==> config.mk <==
export PLATFORM = sky130hd
export DESIGN_NAME = autocfg_responder
export DESIGN_NICKNAME = d
export VERILOG_FILES = /design/src/rtl/autocfg_responder.sv
export SDC_FILE = /design/constraint.sdc
export NUM_CORES = 1
export LEC_CHECK = 0
export ABC_AREA = 0
export BUFFER_PORTS_ARGS = -buffer_cell sky130_fd_sc_hd__buf_4
export CORE_ASPECT_RATIO = 0.9
export CORE_MARGIN = 1
export CORE_UTILIZATION = 55
export CTS_BUF_LIST = sky130_fd_sc_hd__clkbuf_8
export DETAILED_ROUTE_END_ITERATION = 8
export PLACE_DENSITY = 0.86
export SLEW_MARGIN = 0
export SYNTH_ARGS = -nofsm -noshare
export SYNTH_HDL_FRONTEND = slang
export SYNTH_SLANG_ARGS = --single-unit
==> constraint.sdc <==
create_clock -name clk -period 4.27 [get_ports clk]
set_input_delay 1.0675 -clock clk [delete_from_list [all_inputs] [get_ports clk]]
set_output_delay 1.0675 -clock clk [all_outputs]
set_load 0.005 [all_outputs]
==> src/rtl/autocfg_responder.sv <==
module autocfg_responder #(
  parameter int ADDR_W     = 32,
  parameter int DESC_BYTES = 32,
  parameter int AREA       = 128,
  parameter int BASE_LSB   = 16,
  parameter int WIN_BITS   = 24
) (
  input  logic                    clk,
  input  logic                    rst,
  input  logic [ADDR_W-1:0]       addr,
  input  logic [15:0]             wdata,
  input  logic                    rd,
  input  logic                    wr,
  input  logic                    word,
  input  logic [DESC_BYTES*8-1:0] desc_i,
  output logic [7:0]              rdata,
  output logic                    rvalid,
  output logic                    configured,
  output logic                    shut_up,
  output logic                    chain_release,
  output logic [ADDR_W-1:0]       base_addr,
  output logic [ADDR_W-1:0]       dec_mask,
  output logic                    board_sel
);
  localparam int IDX_W = $clog2(DESC_BYTES);
  localparam logic [ADDR_W-1:0] MASK_PRE  = ADDR_W'((64'd1 << 16) - 1);
  localparam logic [ADDR_W-1:0] MASK_POST = ADDR_W'((64'd1 << WIN_BITS) - 1);
  localparam logic [15:0] OFF_COMMIT = 16'h0044;
  localparam logic [15:0] OFF_LOW    = 16'h0048;
  localparam logic [15:0] OFF_PARK   = 16'h004C;

  logic [DESC_BYTES*8-1:0] desc_q;
  logic [15:0]             off;
  logic [IDX_W-1:0]        idx;
  logic [7:0]              dbyte, entry, cfg_byte;
  logic [3:0]              nib;
  logic                    covered, exempt;

  assign off     = addr[15:0];
  assign idx     = off[IDX_W+1:2];
  assign covered = (32'(off[15:2]) < DESC_BYTES);
  assign exempt  = (off == 16'h0000) || (off == 16'h0002) ||
                   (off == 16'h0040) || (off == 16'h0042);
  assign dbyte   = 8'(desc_q >> {idx, 3'b000});
  assign nib     = off[1] ? dbyte[3:0] : dbyte[7:4];
  assign entry   = exempt ? {nib, 4'h0} : ~{nib, 4'h0};

  always_comb begin
    if (32'(off) >= AREA)      cfg_byte = 8'h00;
    else if (off[0] || !covered) cfg_byte = 8'hFF;
    else                         cfg_byte = entry;
  end

  always_ff @(posedge clk) begin
    if (rst) begin
      desc_q        <= desc_i;
      configured    <= 1'b0;
      shut_up       <= 1'b0;
      chain_release <= 1'b0;
      base_addr     <= '0;
      dec_mask      <= MASK_PRE;
      rvalid        <= 1'b0;
      rdata         <= 8'h00;
    end else begin
      chain_release <= 1'b0;
      rvalid        <= rd && !configured;
      rdata         <= (rd && !configured) ? cfg_byte : 8'h00;
      if (wr && !configured) begin
        if (word && off == OFF_COMMIT) begin
          base_addr[ADDR_W-1 -: 16] <= wdata;
          configured    <= 1'b1;
          dec_mask      <= MASK_POST;
          chain_release <= 1'b1;
        end else if (!word && off == OFF_LOW) begin
          base_addr[BASE_LSB +: 8] <= wdata[7:0];
        end else if (!word && off == OFF_PARK) begin
          configured    <= 1'b1;
          shut_up       <= 1'b1;
          chain_release <= 1'b1;
        end
      end
    end
  end

  assign board_sel = configured && !shut_up && (rd || wr) &&
                     ((addr & ~dec_mask) == base_addr);
endmodule

==> results of run 1 <==
## layout make-up
class	count	area (um2)
clock inverter	35	183
sequential	282	8210
timing repair buffer	355	2690
inverter	6	22.5
tap	286	358
multi-input combinational	328	2950
clock buffer	45	619
fill	1295	5750
## flip-flops by register name (all words and copies together) (netlist names)
| signal | count |
|---|---|
| desc_q | 256 |
| base_addr | 16 |
| rdata | 5 |
| chain_release | 1 |
| configured | 1 |
| dec_mask | 1 |
| rvalid | 1 |
| shut_up | 1 |
## metrics by stage
step                      cell area, um2  cells   util  hold slack [ns]
after floorplan                    11800    694      -            0.470
after global placement             14200   1257  0.685            0.478
after detailed placement           14200   1257  0.685            0.504
after CTS                          15000   1337  0.723            0.523
after global routing               15000   1337  0.723            0.562
final                              15000   1337  0.723            0.536
## worst register-to-register path, stage by stage, from the launching register on
cell and delay (ns):
dfxtp_1 0.35, or3_1 0.45, nor4_4 0.68, mux2i_1 0.30, nor2_1 0.06
## routing by layer
| layer | vias up | global-route usage | share of wire |
|---|---|---|---|
| li1 | 3258 | - | - |
| met1 | 3561 | 0.312 | 0.37 |
| met2 | 401 | 0.463 | 0.52 |
| met3 | 55 | 0.0616 | 0.079 |
| met4 | 0 | 0.0924 | 0.027 |
| met5 | - | 0 | 0 |
## synthesized netlist by cell type, types with 2 or more instances
cell type / n
a211oi_1: 2
a21oi_1: 11
a22oi_1: 4
a311oi_1: 2
a31oi_1: 13
buf_1: 2
buf_12: 2
buf_2: 6
buf_4: 57
buf_6: 3
buf_8: 2
clkbuf_1: 6
conb_1: 2
dfxtp_1: 26
edfxtp_1: 256
inv_1: 5
mux2_2: 10
mux2i_1: 41
mux4_1: 8
mux4_2: 43
nand2_1: 27
nand2b_1: 5
nand3_1: 11
nand3b_1: 2
nand4_1: 3
nor2_1: 35
nor2b_1: 3
nor3_1: 6
nor4_1: 2
nor4bb_1: 4
o21ai_0: 4
o221ai_1: 3
o22ai_1: 14
o32ai_1: 4
or2_2: 3
or4_1: 3
xnor2_1: 11
## final timing paths
path	endpoint	slack, ns	cells past startpoint
setup / recovery	board_sel	0.80	7
hold / removal	shut_up	0.54	2
hold reg to reg	shut_up	0.54	2
setup reg to reg	base_addr[17]	2.29	4
## layout by cell type (no fill, tap or decap), types with 3 or more instances in the layout
cell type  synthesis  final
a21oi_1           11     11
a22oi_1            4      4
a31oi_1           13     13
buf_4             57    353
clkbuf_8           0     45
clkinv_1           1     13
clkinv_2           0      3
conb_1             2     40
dfxtp_1           26     26
edfxtp_1         256    256
inv_1              5     21
mux2_2            10     10
mux2i_1           41     41
mux4_1             8      8
mux4_2            43     43
nand2_1           27     27
nand2b_1           5      5
nand3_1           11     11
nand4_1            3      3
nor2_1            35     35
nor2b_1            3      3
nor3_1             6      6
nor4bb_1           4      4
o21ai_0            4      4
o221ai_1           3      3
o22ai_1           14     14
o32ai_1            4      4
or2_2              3      3
or4_1              3      3
xnor2_1           11     11
## report_power, final
part,switching [mW],leakage (nW),internal (mW)
clock,1.01,0.465,1.05
combinational,0.250,2.85,0.337
sequential,0.0573,2.72,3.23
total,1.32,6.03,4.62
## kinds of logic (layout without fill, tap and decap cells)
| group | Yosys count | after routing | share of synthesized area |
|---|---|---|---|
| xor+xnor | 12 | 12 | 0.00904 |
| simple gates | 109 | 109 | 0.0474 |
| buf+inv | 84 | 441 | 0.0528 |
| flops | 282 | 282 | 0.706 |
| mux | 103 | 103 | 0.147 |
| compound gates | 64 | 64 | 0.0367 |
| other cells | 2 | 40 | 0.000646 |
==> metrics.cfg, run 1 <==
[outcome]
status=finished, final reports clean

[layout]
layout-drive-gt1-share=0.442
area_growth_syn_to_layout_pct=29.2
nets=1326
diodes=0

[cts]
cts_hold_buffers=0
post_cts_resized=0
htreeDepth=2
cts_root_buf=clkbuf_8
cts_setup_buffers=0
cts_tree=yes
clkTransAtPathRegs_ns=0.05
cts-buffers-inserted=44
clock_path_buffers=3
cts.sinks=282
worstSkewPairLatency_ns=0.55

[timing]
skew_ns=0.0240
final_max_slew_viol_count=0
fin_tns_setup_ns=0
relSlewSlack=0.453
worst_slew_pin_slew_ns=0.821
timing.final.ws_setup_ns=0.802
setup_violations=0
min_period_ns=3.47
hold_viol=0
fin_crit_sh=0.812
rsz0062_at_grt=false
max_freq_mhz=288

[hold_path]
hold_class=reg -> reg
hp-start=shut_up

[worst_setup_path]
cp-end-kind=output port
cp.arrival_ns=2.40
cp_cell_sequence=buf_4 > nor4bb_1 > a31oi_1 > o32ai_1 > nand4_1 > nor4_1 > buf_4
cp_common_cell=buf_4
critPathMaxStageDelay_ns=0.33
worstPathRequired_ns=3.20
critical-path-top-delay-family=simple AND/OR/NAND/NOR gates
path_max_fanout=3
crit_slowest_cell=nor4_1
r2r-start=configured
crit_start=addr[23]
crit_buf_inv=2
worst_setup_path_start_kind=input port
worstSetupPathType=in -> out

[drt]
vias=7275
drc=0
antenna_left=0
wirelength_um=28300
wl_per_cell_um=21.1
dr.pass1.iters=5
initialDrtViolationCount=564
viasPerCell=5.44

[global_routing]
grt_pass1_vias=7458
antenna_found_initial=0
track_usage=0.261
grt_max_degree=130
grt-ovfl-total=0
grt_first_pass_wirelength_um=41300

[floorplanning]
fp-row-count=50
fp.dieH_um=140
die_area_um2=21700
die_x_um=155
core_um2=20800
ios=386
start_util=0.560

[pwr]
leakage_nw=6.03
p_total_mw=5.94
peakVddDrop_uv=422
pwr_density_cell_nw_per_um2=395

[yosys]
ys_seq_area_frac=0.706
ys.flop_type=edfxtp_1
syn_area_per_cell_um2=17.7
async_flop_share=0
ys_ff_latch=282
synth_top_cell_by_area=edfxtp_1
synth_edf_count=256
ys_warn_count=0
synth.top_cell.area_share=0.661
synth_area_leaders=edfxtp_1 66%, mux4_2 8.3%, dfxtp_1 4.5%, buf_4 3.7%, mux2i_1 3.5%
postSynthCellCount=656
synth_cell_type_count=52
syn_area_um2=11600

[run]
drv_cap=0

[placed_design]
post-place-ws_ns=0.692
numPortBuffers=345
gp_congestion=0.786
place_hpwl_um=20400

Power figures use the tool's default switching activity.
==> run 2, diff against run 1 <==
--- a/config.mk
+++ b/config.mk
@@ -9,10 +9,10 @@
 export BUFFER_PORTS_ARGS = -buffer_cell sky130_fd_sc_hd__buf_4
 export CORE_ASPECT_RATIO = 0.9
 export CORE_MARGIN = 1
-export CORE_UTILIZATION = 55
+export CORE_UTILIZATION = 52
 export CTS_BUF_LIST = sky130_fd_sc_hd__clkbuf_8
 export DETAILED_ROUTE_END_ITERATION = 8
-export PLACE_DENSITY = 0.86
+export PLACE_DENSITY = 0.82
 export SLEW_MARGIN = 0
 export SYNTH_ARGS = -nofsm -noshare
 export SYNTH_HDL_FRONTEND = slang
==> constraint.sdc (replaced) <==
create_clock -name clk -period 3.5 [get_ports clk]
set_input_delay 0.875 -clock clk [delete_from_list [all_inputs] [get_ports clk]]
set_output_delay 0.875 -clock clk [all_outputs]
set_load 0.005 [all_outputs]
==> metrics.cfg, run 2 (same netlist as run 1, synthesis figures left out) <==
[floorplanning]
ios=386  ; unchanged
fp.dieH_um=144  ; +2.8%
die_area_um2=23000  ; +5.7%
core_um2=21800  ; +4.8%
die_x_um=160  ; +2.8%
start_util=0.534  ; -0.0255
fp-row-count=51  ; +2.0%

[drt]
drc=0  ; unchanged
antenna_left=0  ; unchanged
wl_per_cell_um=21.3  ; +0.69%
wirelength_um=28600  ; +1.4%
viasPerCell=5.35  ; -1.7%
dr.pass1.iters=5  ; unchanged
vias=7197  ; -1.1%
initialDrtViolationCount=388  ; -31%

[run]
drv_cap=0  ; unchanged

[layout]
layout-drive-gt1-share=0.450  ; +0.00780
top_regs=desc_q (256), base_addr (16), rdata (5)
fin_area_um2=15100  ; +0.52%
diodes=0  ; unchanged
nets=1330  ; +0.30%
top_register=desc_q
area_growth_syn_to_layout_pct=29.9
largest_reg_flops=256  ; unchanged
mostFrequentLayoutCells=354 x buf_4, 256 x edfxtp_1, 50 x clkbuf_8, 43 x mux4_2, 41 x mux2i_1
layout_commonest_cell=buf_4

[worst_setup_path]
worst_setup_path_start_kind=register
cp.arrival_ns=2.29  ; -0.11 ns
cp-end-kind=output port
path_max_fanout=17  ; +14
worstPathRequired_ns=2.62  ; -0.58 ns
worstSetupPathType=reg -> out

[cts]
cts_hold_buffers=0  ; unchanged
cts_setup_buffers=0  ; unchanged
cts_tree=yes
cts.sinks=282  ; unchanged
worstSkewPairLatency_ns=0.55  ; about the same
cts-buffers-inserted=45  ; +2.3%
htreeDepth=2  ; unchanged
clkTransAtPathRegs_ns=0.06  ; about the same
clock_path_buffers=3  ; unchanged
post_cts_resized=0  ; unchanged
cts_root_buf=clkbuf_8

[timing]
rsz0062_at_grt=false
hold_viol=0  ; unchanged
min_period_ns=3.17
worst_slew_pin_slew_ns=0.769  ; -0.0517 ns
skew_ns=0.0329  ; +0.00887 ns
fin_crit_sh=0.904
setup_violations=0  ; unchanged
final_max_slew_viol_count=0  ; unchanged
relSlewSlack=0.487  ; +0.0345
max_freq_mhz=316
fin_tns_setup_ns=0  ; unchanged
fin_worst_hold_slack_ns=0.502  ; -0.0343 ns

[global_routing]
antenna_found_initial=0  ; unchanged
grt-ovfl-total=0  ; unchanged
track_usage=0.249  ; -0.0118
grt_max_degree=134  ; +3.1%
grt_first_pass_wirelength_um=41700  ; +1.1%
grt_pass1_vias=7320  ; -1.9%

[pwr]
pwr_density_cell_nw_per_um2=483  ; +22%
leakage_nw=6.07  ; +0.60%
peakVddDrop_uv=564  ; +34%

[placed_design]
place_hpwl_um=21100  ; +3.7%
placed_area_um2=14300  ; +0.38%
gp_congestion=0.803  ; +2.2%
numPortBuffers=345  ; unchanged

[outcome]
status=finished, final reports clean

[hold_path]
hold_class=in -> reg

[run 2: cell types whose count changed in the layout (fill, tap and decap cells not counted)]
cell	before	now
inv_6	1	0
inv_12	0	1
buf_12	1	3
inv_1	21	17
clkinv_1	13	11
clkinv_2	3	8
clkbuf_8	45	50
bufinv_16	1	0
clkinv_8	1	0
clkinvlp_4	1	0
buf_4	353	354
[run 2: through the flow]
| stage | utilization | setup slack, ns | std cells | power, mW |
|---|---|---|---|---|
| detailed placement | 0.656 | 0.307 | 1265 | 4.82 |
| CTS | 0.694 | 0.336 | 1346 | 7.37 |
| floorplan | - | 0.826 | 694 | 4.39 |
| finish | 0.694 | 0.335 | 1346 | 7.30 |
| global placement | 0.656 | 0.361 | 1265 | 4.79 |
| global route | 0.694 | 0.120 | 1346 | 7.57 |
[run 2: path summary, 6_finish.rpt]
path	start	end	slack, ns	cells past startpoint
worst max-delay path	dec_mask[16]	board_sel	0.33	5
worst min-delay path	desc_i[104]	desc_q[104]	0.50	1
worst max register to register	desc_q[82]	rdata[6]	1.53	6
worst min register to register	configured	rvalid	0.52	1
[run 2: critical path, cell delays in order, from the launching register on]
cell,delay (ns)
dfxtp_1,0.68
nor2_1,0.10
o32ai_1,0.34
nand4_1,0.18
nor4_1,0.31
buf_4,0.16
[run 2: final cells by class]
cell class	count	area, um2
Clock buffer	50	688
Clock inverter	31	139
Fill cell	1417	6660
Inverter	6	22.5
Multi-Input combinational cell	328	2950
Sequential cell	282	8210
Tap cell	291	364
Timing Repair Buffer	358	2730
[run 2: layer usage]
layer,GRT usage,vias to the layer above,routed length [um]
met5,0,-,0
met3,0.0623,54,2330
met1,0.296,3495,10600
met4,0.0840,0,727
met2,0.445,382,15000
li1,-,3266,-
[run 2: power breakdown]
part | internal (mW) | switching [mW] | total [mW]
registers | 3.94 | 0.0681 | 4.01
clock network | 1.32 | 1.24 | 2.56
logic | 0.416 | 0.312 | 0.728
